**src/rtl/drt_pkg.sv**
```systemverilog
package drt_pkg;

  typedef enum logic [1:0] {
    ST_IDLE,
    ST_REQ,
    ST_WAIT,
    ST_HELD
  } drt_state_e;

  typedef struct packed {
    logic latchReq;
    logic loadCpl;
    logic runCnt;
  } drt_strobe_t;

endpackage

```
**src/rtl/drt_datapath.sv**
```systemverilog
module drt_datapath #(
  parameter int ADDR_W = 16,
  parameter int CMD_W  = 4,
  parameter int BE_W   = 4,
  parameter int DATA_W = 16,
  parameter int TMO_W  = 16
) (
  input  logic                clk,
  input  logic                rstN,
  input  drt_pkg::drt_strobe_t strobe,
  input  logic [ADDR_W-1:0]   inAddr,
  input  logic [CMD_W-1:0]    inCmd,
  input  logic [BE_W-1:0]     inBe,
  input  logic [DATA_W-1:0]   cplData,
  output logic [ADDR_W-1:0]   heldAddr,
  output logic [CMD_W-1:0]    heldCmd,
  output logic [BE_W-1:0]     heldBe,
  output logic [DATA_W-1:0]   heldData,
  output logic                reqMatch,
  output logic                cntAtMax
);

  localparam logic [TMO_W-1:0] CNT_MAX = {TMO_W{1'b1}};

  logic [TMO_W-1:0] ageCnt;

  always_ff @(posedge clk or negedge rstN) begin
    if (!rstN) begin
      heldAddr <= '0;
      heldCmd  <= '0;
      heldBe   <= '0;
    end else if (strobe.latchReq) begin
      heldAddr <= inAddr;
      heldCmd  <= inCmd;
      heldBe   <= inBe;
    end
  end

  always_ff @(posedge clk or negedge rstN) begin
    if (!rstN) begin
      heldData <= '0;
      ageCnt   <= '0;
    end else if (strobe.loadCpl) begin
      heldData <= cplData;
      ageCnt   <= '0;
    end else if (strobe.runCnt) begin
      ageCnt   <= ageCnt + 1'b1;
    end
  end

  assign reqMatch = (inAddr == heldAddr) && (inCmd == heldCmd) && (inBe == heldBe);
  assign cntAtMax = (ageCnt == CNT_MAX);

endmodule

```
**src/rtl/drt_ctrl.sv**
```systemverilog
module drt_ctrl (
  input  logic                 clk,
  input  logic                 rstN,
  input  logic                 targetEn,
  input  logic                 reqValid,
  input  logic                 reqMatch,
  input  logic                 cntAtMax,
  input  logic                 fwdReady,
  input  logic                 cplValid,
  output drt_pkg::drt_strobe_t strobe,
  output logic                 fwdValid,
  output logic                 rspRetry,
  output logic                 rspHit,
  output logic                 dropTimeout,
  output logic                 dropDisable
);
  import drt_pkg::*;

  drt_state_e state, stateNxt;
  logic orphan, orphanNxt;
  logic retryNxt, hitNxt, toNxt, disNxt;
  logic claim, fwdFire;

  assign claim    = targetEn && reqValid;
  assign fwdValid = (state == ST_REQ) && !orphan;
  assign fwdFire  = fwdValid && fwdReady;

  always_comb begin
    stateNxt  = state;
    orphanNxt = orphan;
    retryNxt  = 1'b0;
    hitNxt    = 1'b0;
    toNxt     = 1'b0;
    disNxt    = 1'b0;
    strobe    = '0;
    if (orphan && cplValid) orphanNxt = 1'b0;
    unique case (state)
      ST_IDLE: begin
        if (claim) begin
          strobe.latchReq = 1'b1;
          retryNxt        = 1'b1;
          stateNxt        = ST_REQ;
        end
      end
      ST_REQ: begin
        if (!targetEn) begin
          stateNxt = ST_IDLE;
          disNxt   = 1'b1;
          if (fwdFire) orphanNxt = 1'b1;
        end else begin
          retryNxt = reqValid;
          if (fwdFire) stateNxt = ST_WAIT;
        end
      end
      ST_WAIT: begin
        if (!targetEn) begin
          stateNxt = ST_IDLE;
          disNxt   = 1'b1;
          if (!cplValid) orphanNxt = 1'b1;
        end else begin
          retryNxt = reqValid;
          if (cplValid) begin
            strobe.loadCpl = 1'b1;
            stateNxt       = ST_HELD;
          end
        end
      end
      ST_HELD: begin
        if (claim && reqMatch) begin
          hitNxt   = 1'b1;
          stateNxt = ST_IDLE;
        end else begin
          retryNxt = claim;
          if (cntAtMax) begin
            toNxt    = 1'b1;
            stateNxt = ST_IDLE;
          end else begin
            strobe.runCnt = 1'b1;
          end
        end
      end
      default: stateNxt = ST_IDLE;
    endcase
  end

  always_ff @(posedge clk or negedge rstN) begin
    if (!rstN) begin
      state       <= ST_IDLE;
      orphan      <= 1'b0;
      rspRetry    <= 1'b0;
      rspHit      <= 1'b0;
      dropTimeout <= 1'b0;
      dropDisable <= 1'b0;
    end else begin
      state       <= stateNxt;
      orphan      <= orphanNxt;
      rspRetry    <= retryNxt;
      rspHit      <= hitNxt;
      dropTimeout <= toNxt;
      dropDisable <= disNxt;
    end
  end

endmodule

```
**src/rtl/drt_tracker.sv**
```systemverilog
module drt_tracker #(
  parameter int ADDR_W = 16,
  parameter int CMD_W  = 4,
  parameter int BE_W   = 4,
  parameter int DATA_W = 16,
  parameter int TMO_W  = 16
) (
  input  logic              clk,
  input  logic              rstN,
  input  logic              targetEn,
  input  logic              reqValid,
  input  logic [ADDR_W-1:0] reqAddr,
  input  logic [CMD_W-1:0]  reqCmd,
  input  logic [BE_W-1:0]   reqBe,
  output logic              rspRetry,
  output logic              rspHit,
  output logic [DATA_W-1:0] rspData,
  output logic              fwdValid,
  input  logic              fwdReady,
  output logic [ADDR_W-1:0] fwdAddr,
  output logic [CMD_W-1:0]  fwdCmd,
  output logic [BE_W-1:0]   fwdBe,
  input  logic              cplValid,
  input  logic [DATA_W-1:0] cplData,
  output logic              dropTimeout,
  output logic              dropDisable
);

  drt_pkg::drt_strobe_t strobe;
  logic reqMatch, cntAtMax;
  logic [DATA_W-1:0] heldData;

  drt_ctrl u_ctrl (
    .clk(clk), .rstN(rstN), .targetEn(targetEn), .reqValid(reqValid),
    .reqMatch(reqMatch), .cntAtMax(cntAtMax), .fwdReady(fwdReady),
    .cplValid(cplValid), .strobe(strobe), .fwdValid(fwdValid),
    .rspRetry(rspRetry), .rspHit(rspHit), .dropTimeout(dropTimeout),
    .dropDisable(dropDisable)
  );

  drt_datapath #(
    .ADDR_W(ADDR_W), .CMD_W(CMD_W), .BE_W(BE_W), .DATA_W(DATA_W), .TMO_W(TMO_W)
  ) u_dp (
    .clk(clk), .rstN(rstN), .strobe(strobe), .inAddr(reqAddr), .inCmd(reqCmd),
    .inBe(reqBe), .cplData(cplData), .heldAddr(fwdAddr), .heldCmd(fwdCmd),
    .heldBe(fwdBe), .heldData(heldData), .reqMatch(reqMatch), .cntAtMax(cntAtMax)
  );

  assign rspData = rspHit ? heldData : '0;

endmodule

```
**config.mk**
```make
export PLATFORM = sky130hd
export DESIGN_NAME = drt_tracker
export DESIGN_NICKNAME = d
export VERILOG_FILES = /design/src/rtl/drt_pkg.sv /design/src/rtl/drt_datapath.sv /design/src/rtl/drt_ctrl.sv /design/src/rtl/drt_tracker.sv
export SDC_FILE = /design/constraint.sdc
export NUM_CORES = 1
export LEC_CHECK = 0
export BUFFER_PORTS_ARGS = -buffer_cell sky130_fd_sc_hd__buf_4
export CORE_UTILIZATION = 45
export CTS_CLUSTER_SIZE = 20
export DETAILED_ROUTE_END_ITERATION = 6
export GPL_ROUTABILITY_DRIVEN = 0
export PLACE_DENSITY = 0.7
export SYNTH_ARGS = -nofsm -noshare
export SYNTH_HDL_FRONTEND = slang
export SYNTH_SLANG_ARGS = --single-unit
```
**constraint.sdc**
```tcl
create_clock -name clk -period 2.2 [get_ports clk]
set_clock_uncertainty 0.05 [all_clocks]
set_input_delay 0.33 -clock clk [delete_from_list [all_inputs] [get_ports clk]]
set_output_delay 0.33 -clock clk [all_outputs]
set_load 0.05 [all_outputs]
```
==> summary.md, run 1 <==
| Metric | Value |
|---|---|
| Outcome | complete, no violations |
| CTS sink cnt | 63 |
| Path depth of the worst reg2reg path | 8 |
| Reg2reg end | u_dp.ageCnt[12] |
| Num rows | 30 |
| Vias in the first global route | 2649 |
| Synth top cells by count | nand2_1, dfrtp_1, mux2_2, and2_1, nor2_1 |
| CP max stage delay | 0.42 ns |
| Final std cells w/o fill | 512 |
| Worst setup path class | reg2reg |
| Final setup viols | 0 |
| Rel. slew slack | 45.6% |
| PD cells | 587 mW/mm2 |
| Most frequent cell after synthesis | nand2_1 |
| Top cells by area, synth | dfrtp_1, mux2_2, nand2_1 |
| CP endpoint kind | register |
| Asr flop ratio synth | 100% |
| Syn. warnings | 0 |
| Final antenna-violating net count | 0 |
| CP Buf/Inv Count | 1 |
| Num CTS Buffers | 9 |
| Worst VDD drop | 0.000344 V |
| N_diodes | 0 |
| Die height | 86.7 um |
| CP cell instances | ha_1 > and3_4 > and3_4 > a41o_1 > a21oi_4 > buf_12 > a31oi_1 > a41o_2 |
| CTS clk-pin slew, worst paths | 0.07 ns |
| Die area | 0.00752 mm2 |
| DR DRC count | 0 |
| Worst-skew pair later-pin latency | 0.35 ns |
| Total placed cells including tap cells | 497 |
| R2r setup slk | 0.09 ns |
| Core Region | 0.00687 mm2 |
| Pin count of the biggest net entering global routing | 64 |
| Fin. max-slew vios | 0 |
| Worst EP arrival | 2.30 ns |
| Startpoint types | register |
| Sum Neg Setup Slack | 0 ns |
| Most Frequent Cell on Critical Path | and3_4 |
| Crit-path leading delay family | compound AO/OA/AOI/OAI gates |
| Initial antenna violation count | 0 |
| Die extent in x | 86.7 um |
| CTS Root Cell | clkbuf_8 |
| Post_cts resized | 0 |
| Worst Hold Margin | 0.0196 ns |
| Gate Count Post-Synth | 317 |
| Post-DP HPWL | 4800 um |
| RSZ-0062 raised after global routing | false |
| Synth area leader | dfrtp_1 |
| IO buf count | 90 |
| Tot Pwr | 2.48 mW |
| Final hold vios | 0 |
| Post-synth cell types | 39 |
| First-pass GRT wire length | 11500 um |
| HP Class | in2async |
| Least-Margin Pin Slew | 0.816 ns |
| Synth Register Bits | 63 |
| Wirelength, routed | 6890 um |
| Syn Nets | 369 |
| Worst r2r src | u_dp.ageCnt[1] |
| Max-Cap Viols | 0 |
| Avg WL per Cell | 13.4 um |
| Initial DRC Count | 166 |
| Final period util | 96.1% |
| Via count | 2566 |
| Seq/Total Area, Yosys | 48.8% |
| Initial DRT Pass Iterations | 4 |
| I/O pins | 91 |
| Crit-path max FO | 28 |
| Post-synth EDFFs | 0 |
| TritonCTS clock tree | built |
| Gr usage total | 19.7% |
| Cell area after synthesis | 0.00323 mm2 |
| Initial core utilization | 47.0% |
| Clock buffer depth | 2 |
| Post-Syn Area per Cell | 10.2 um2 |
| Area growth, synth to finish | 30.9% |
| Slowest-stage cell, CP | dfrtp_1 |
| Minimum period implied by the final worst setup slack | 2.11 ns |
| Share of layout cells above drive strength 1 | 36.1% |
| Critical path required time | 2.39 ns |
| Grt ovf | 0 |
| CTS H-Tree Depth | 3 |
| Ys flop type | dfrtp_1 |
| Nets | 464 |
| Max Freq | 473 MHz |
| Share of Yosys cell area claimed by the top area cell type | 48.8% |
| Setup Fix Bufs, Post-CTS | 0 |
| Via/cell ratio | 5.01 |
| Leakage power | 2.28 nW |
| CTS Hold Bufs | 0 |
==> per-stage QoR <==
step / setup WS [ns] / util, % / area (um2)
5_1_grt: 0.0327 / 61.5 / 4230
2_1_floorplan: 0.0546 / - / 3230
3_5_place_dp: 0.0511 / 58.4 / 4010
6_report: 0.0851 / 61.5 / 4230
3_3_place_gp: 0.107 / 58.4 / 4010
4_1_cts: 0.0769 / 61.3 / 4210
==> layout by cell type, fill, tap and decap left out, drive strengths merged, types with 6 or more instances in the layout <==
cell	synthesis	final
xor2	16	16
dfrtp	63	63
nand3	9	9
nor2	18	18
buf	6	97
nand4	7	7
mux2	24	24
and2	18	18
xnor2	9	9
a21oi	11	11
mux2i	6	6
clkbuf	7	11
ha	6	6
nand2	69	69
a31o	7	7
==> registers in the layout, summed over array words and instances (netlist names) <==
| signal | cells |
|---|---|
| u_ctrl.orphan | 1 |
| u_dp.heldAddr | 16 |
| u_dp.heldCmd | 4 |
| u_ctrl.rspRetry | 1 |
| u_dp.heldBe | 4 |
| u_ctrl.rspHit | 1 |
| u_ctrl.dropTimeout | 1 |
| u_ctrl.dropDisable | 1 |
| u_ctrl.state | 2 |
| u_dp.ageCnt | 16 |
| u_dp.heldData | 16 |
==> metal layers <==
metal / GRT usage (%) / share of wire (%)
met5: 0 / 0
met4: 10.0 / 2.1
met3: 5.62 / 5.9
met2: 30.9 / 46
met1: 24.8 / 46
==> cell type report <==
type	count	area, um2
inverters	5	18.8
fillers	606	2640
well taps	96	120
clock buffers	11	151
multi-input cells	236	1580
flip-flops and latches	63	1580
repair buffers	97	741
clock inverters	4	45.0
==> worst max path at each step <==
stage          slack [ns]             from         endpoint  cells after the start
2_1_floorplan        0.05   u_dp.ageCnt[0]   u_dp.ageCnt[5]                      9
3_3_place_gp         0.11      reqAddr[12]  u_ctrl.state[0]                      8
3_5_place_dp         0.05        reqCmd[0]  u_ctrl.state[1]                      8
4_1_cts              0.08  u_dp.heldCmd[0]  u_ctrl.state[1]                      7
5_1_grt              0.03   u_dp.ageCnt[1]  u_dp.ageCnt[12]                      8
6_report             0.09   u_dp.ageCnt[1]  u_dp.ageCnt[12]                      8
==> power by group <==
group | switching (mW) | internal, mW
sequential | 0.0446 | 1.22
combinational | 0.0972 | 0.104
clock | 0.444 | 0.573
total | 0.585 | 1.90
==> cell families (layout without fill, tap and decap cells) <==
group	count (synthesis)	after routing	synth area share, %
multiplexers	30	30	10.2
XOR/XNOR	25	25	6.78
adder cells (fa/ha/maj)	6	6	2.32
AND/OR/NAND/NOR	146	146	22.1
buffers and inverters	18	117	2.98
AO/OA/AOI/OAI	29	29	6.74
flip-flops	63	63	48.8
Power figures use the tool's default switching activity.
==> inputs of run 2 (changes only) <==
Settings changed: HOLD_SLACK_MARGIN set to 0.03.
Clock period 2.2 ns to 1.75 ns, I/O delays scaled along.
==> summary.md, run 2 (synthesized netlist as in run 1, its figures left out) <==
| Metric | Value |
|---|---|
| Worst setup path class | reg2reg |
| Clock buffer depth | 2 |
| Fillers | 539 |
| Critical path required time | 1.93 ns |
| Vias in the first global route | 2711 |
| Die area | 0.00752 mm2 |
| Initial core utilization | 47.0% |
| Crit-path leading delay family | compound AO/OA/AOI/OAI gates |
| Avg WL per Cell | 13.2 um |
| Final hold vios | 0 |
| Startpoint types | register |
| Commonest non-fill, non-tap cells in the layout | buf_4, nand2_1, dfrtp_1 |
| Die height | 86.7 um |
| Via count | 2708 |
| I/O pins | 91 |
| Leakage power | 2.53 nW |
| Initial DRC Count | 89 |
| Gr usage total | 20.7% |
| Num rows | 30 |
| TritonCTS clock tree | built |
| Failing checks | setup timing |
| CTS Root Cell | clkbuf_8 |
| Slowest-stage cell, CP | dfrtp_1 |
| Post-DP HPWL | 5070 um |
| Most Frequent Cell on Critical Path | and3_4 |
| Final antenna-violating net count | 0 |
| Outcome | complete, but fails checks |
| Max-Cap Viols | 0 |
| Via/cell ratio | 4.86 |
| IO buf count | 90 |
| Nets | 508 |
| Num CTS Buffers | 9 |
| Core Region | 0.00687 mm2 |
| Final period util | 111% |
| CTS sink cnt | 63 |
| First-pass GRT wire length | 12100 um |
| Post-Layout Inst Area | 0.00471 mm2 |
| PnR worst setup slack | -0.199 ns |
| Commonest non-fill, non-tap cell in the layout | buf_4 |
| Fin. max-slew vios | 0 |
| Wirelength, routed | 7330 um |
| Die extent in x | 86.7 um |
| CTS H-Tree Depth | 3 |
| Area growth, synth to finish | 45.8% |
| Worst VDD drop | 0.000511 V |
| Least-Margin Pin Slew | 0.381 ns |
| Pin count of the biggest net entering global routing | 40 |
| HP Class | in2reg |
| Worst EP arrival | 2.13 ns |
| Top flop regs | u_dp.ageCnt (16), u_dp.heldAddr (16), u_dp.heldData (16) |
| Worst-skew pair later-pin latency | 0.34 ns |
| Share of layout cells above drive strength 1 | 47.5% |
| CP Buf/Inv Count | 1 |
| Minimum period implied by the final worst setup slack | 1.95 ns |
| Rel. slew slack | 74.5% |
| Grt ovf | 0 |
| Worst Hold Margin | 0.0568 ns |
| Initial antenna violation count | 0 |
| CTS clk-pin slew, worst paths | 0.07 ns |
| CP endpoint kind | register |
| Max Freq | 513 MHz |
| N_diodes | 0 |
| RSZ-0062 raised after global routing | true |
| Initial DRT Pass Iterations | 4 |
| Placed cell area | 0.00438 mm2 |
| Crit-path max FO | 15 |
| CP max stage delay | 0.39 ns |
| DR DRC count | 0 |
| Final setup viols | 19 |
| PD cells | 702 mW/mm2 |
| CP cell instances | ha_2 > and3_4 > and3_4 > a41o_1 > a21oi_4 > buf_12 > a31oi_1 > a41o_2 |
[run 2: cell types whose count changed in the layout (fill, tap and decap cells not counted), moves of 2 or more]
cell      before  now
dfrtp_1       63   50
dfrtp_2        0   13
buf_12         1    5
ha_2           0    2
buf_6          0    2
ha_1           6    4
clkinv_2       3    1
a21oi_1       10    5
buf_4         96  132
a21oi_2        0    5
[run 2: final timing paths]
path | from | cells past startpoint | slack [ns] | to
setup / recovery | u_dp.ageCnt[1] | 8 | -0.20 | u_dp.ageCnt[12]
hold / removal | cplData[6] | 3 | 0.06 | u_dp.heldData[6]
setup reg to reg | u_dp.ageCnt[1] | 8 | -0.20 | u_dp.ageCnt[12]
hold reg to reg | u_dp.heldData[9] | 2 | 0.42 | u_dp.heldData[9]
max in group asynchronous | rstN | 3 | 0.78 | u_dp.heldBe[1]
min in group asynchronous | rstN | 2 | 0.32 | u_dp.ageCnt[10]
[run 2: what timing repair did]
action                                  4_1_cts  5_1_grt
resized for setup                             9        8
hold endpoints to repair                     24        0
buffers inserted                              1        2
endpoints found under the setup margin       20       21
gates cloned                                  1        0
pin swaps                                     3        1
hold buffers                                  1        0
[run 2: power by group]
| part | switching, mW | total, mW | leakage (nW) | internal (mW) |
|---|---|---|---|---|
| Clock | 0.577 | 1.42 | 0.110 | 0.841 |
| Sequential | 0.0376 | 1.57 | 0.827 | 1.53 |
| Combinational | 0.152 | 0.316 | 1.59 | 0.164 |
[run 2: through the flow]
stage          cells  total power, mW  util [%]  setup TNS [ns]  setup WS [ns]
2_1_floorplan    317             1.72         -           -4.02         -0.290
3_3_place_gp     536             1.89      63.8           -2.60         -0.208
3_5_place_dp     536             1.90      63.8           -3.08         -0.266
4_1_cts          555             3.33      67.9           -2.63         -0.224
5_1_grt          557             3.44      68.5           -4.65         -0.349
6_report         557             3.30      68.5           -2.30         -0.199
[run 2: per-layer routing]
| layer | vias to the layer above | routed length [um] | GRT usage [%] |
|---|---|---|---|
| met5 | - | 0 | 0 |
| met4 | 0 | 61 | 5.91 |
| met3 | 8 | 493 | 8.00 |
| met2 | 70 | 3560 | 35.0 |
| met1 | 1277 | 3220 | 24.7 |
| li1 | 1353 | - | - |
[run 2: worst min-delay path: cells and delay by family]
family	cells	cell delay [ns]
simple gates	2	0.08
buf+inv	1	0.07
[run 2: cell type report]
type / instances / area (um2) / share of cell area [%]
multi-input combinational: 236 / 1620 / 34.5
sequential: 63 / 1590 / 33.8
timing repair buffer: 141 / 1130 / 24.0
clock buffer: 11 / 141 / 3.00
tap: 96 / 120 / 2.55
clock inverter: 5 / 81.3 / 1.73
inverter: 5 / 18.8 / 0.399
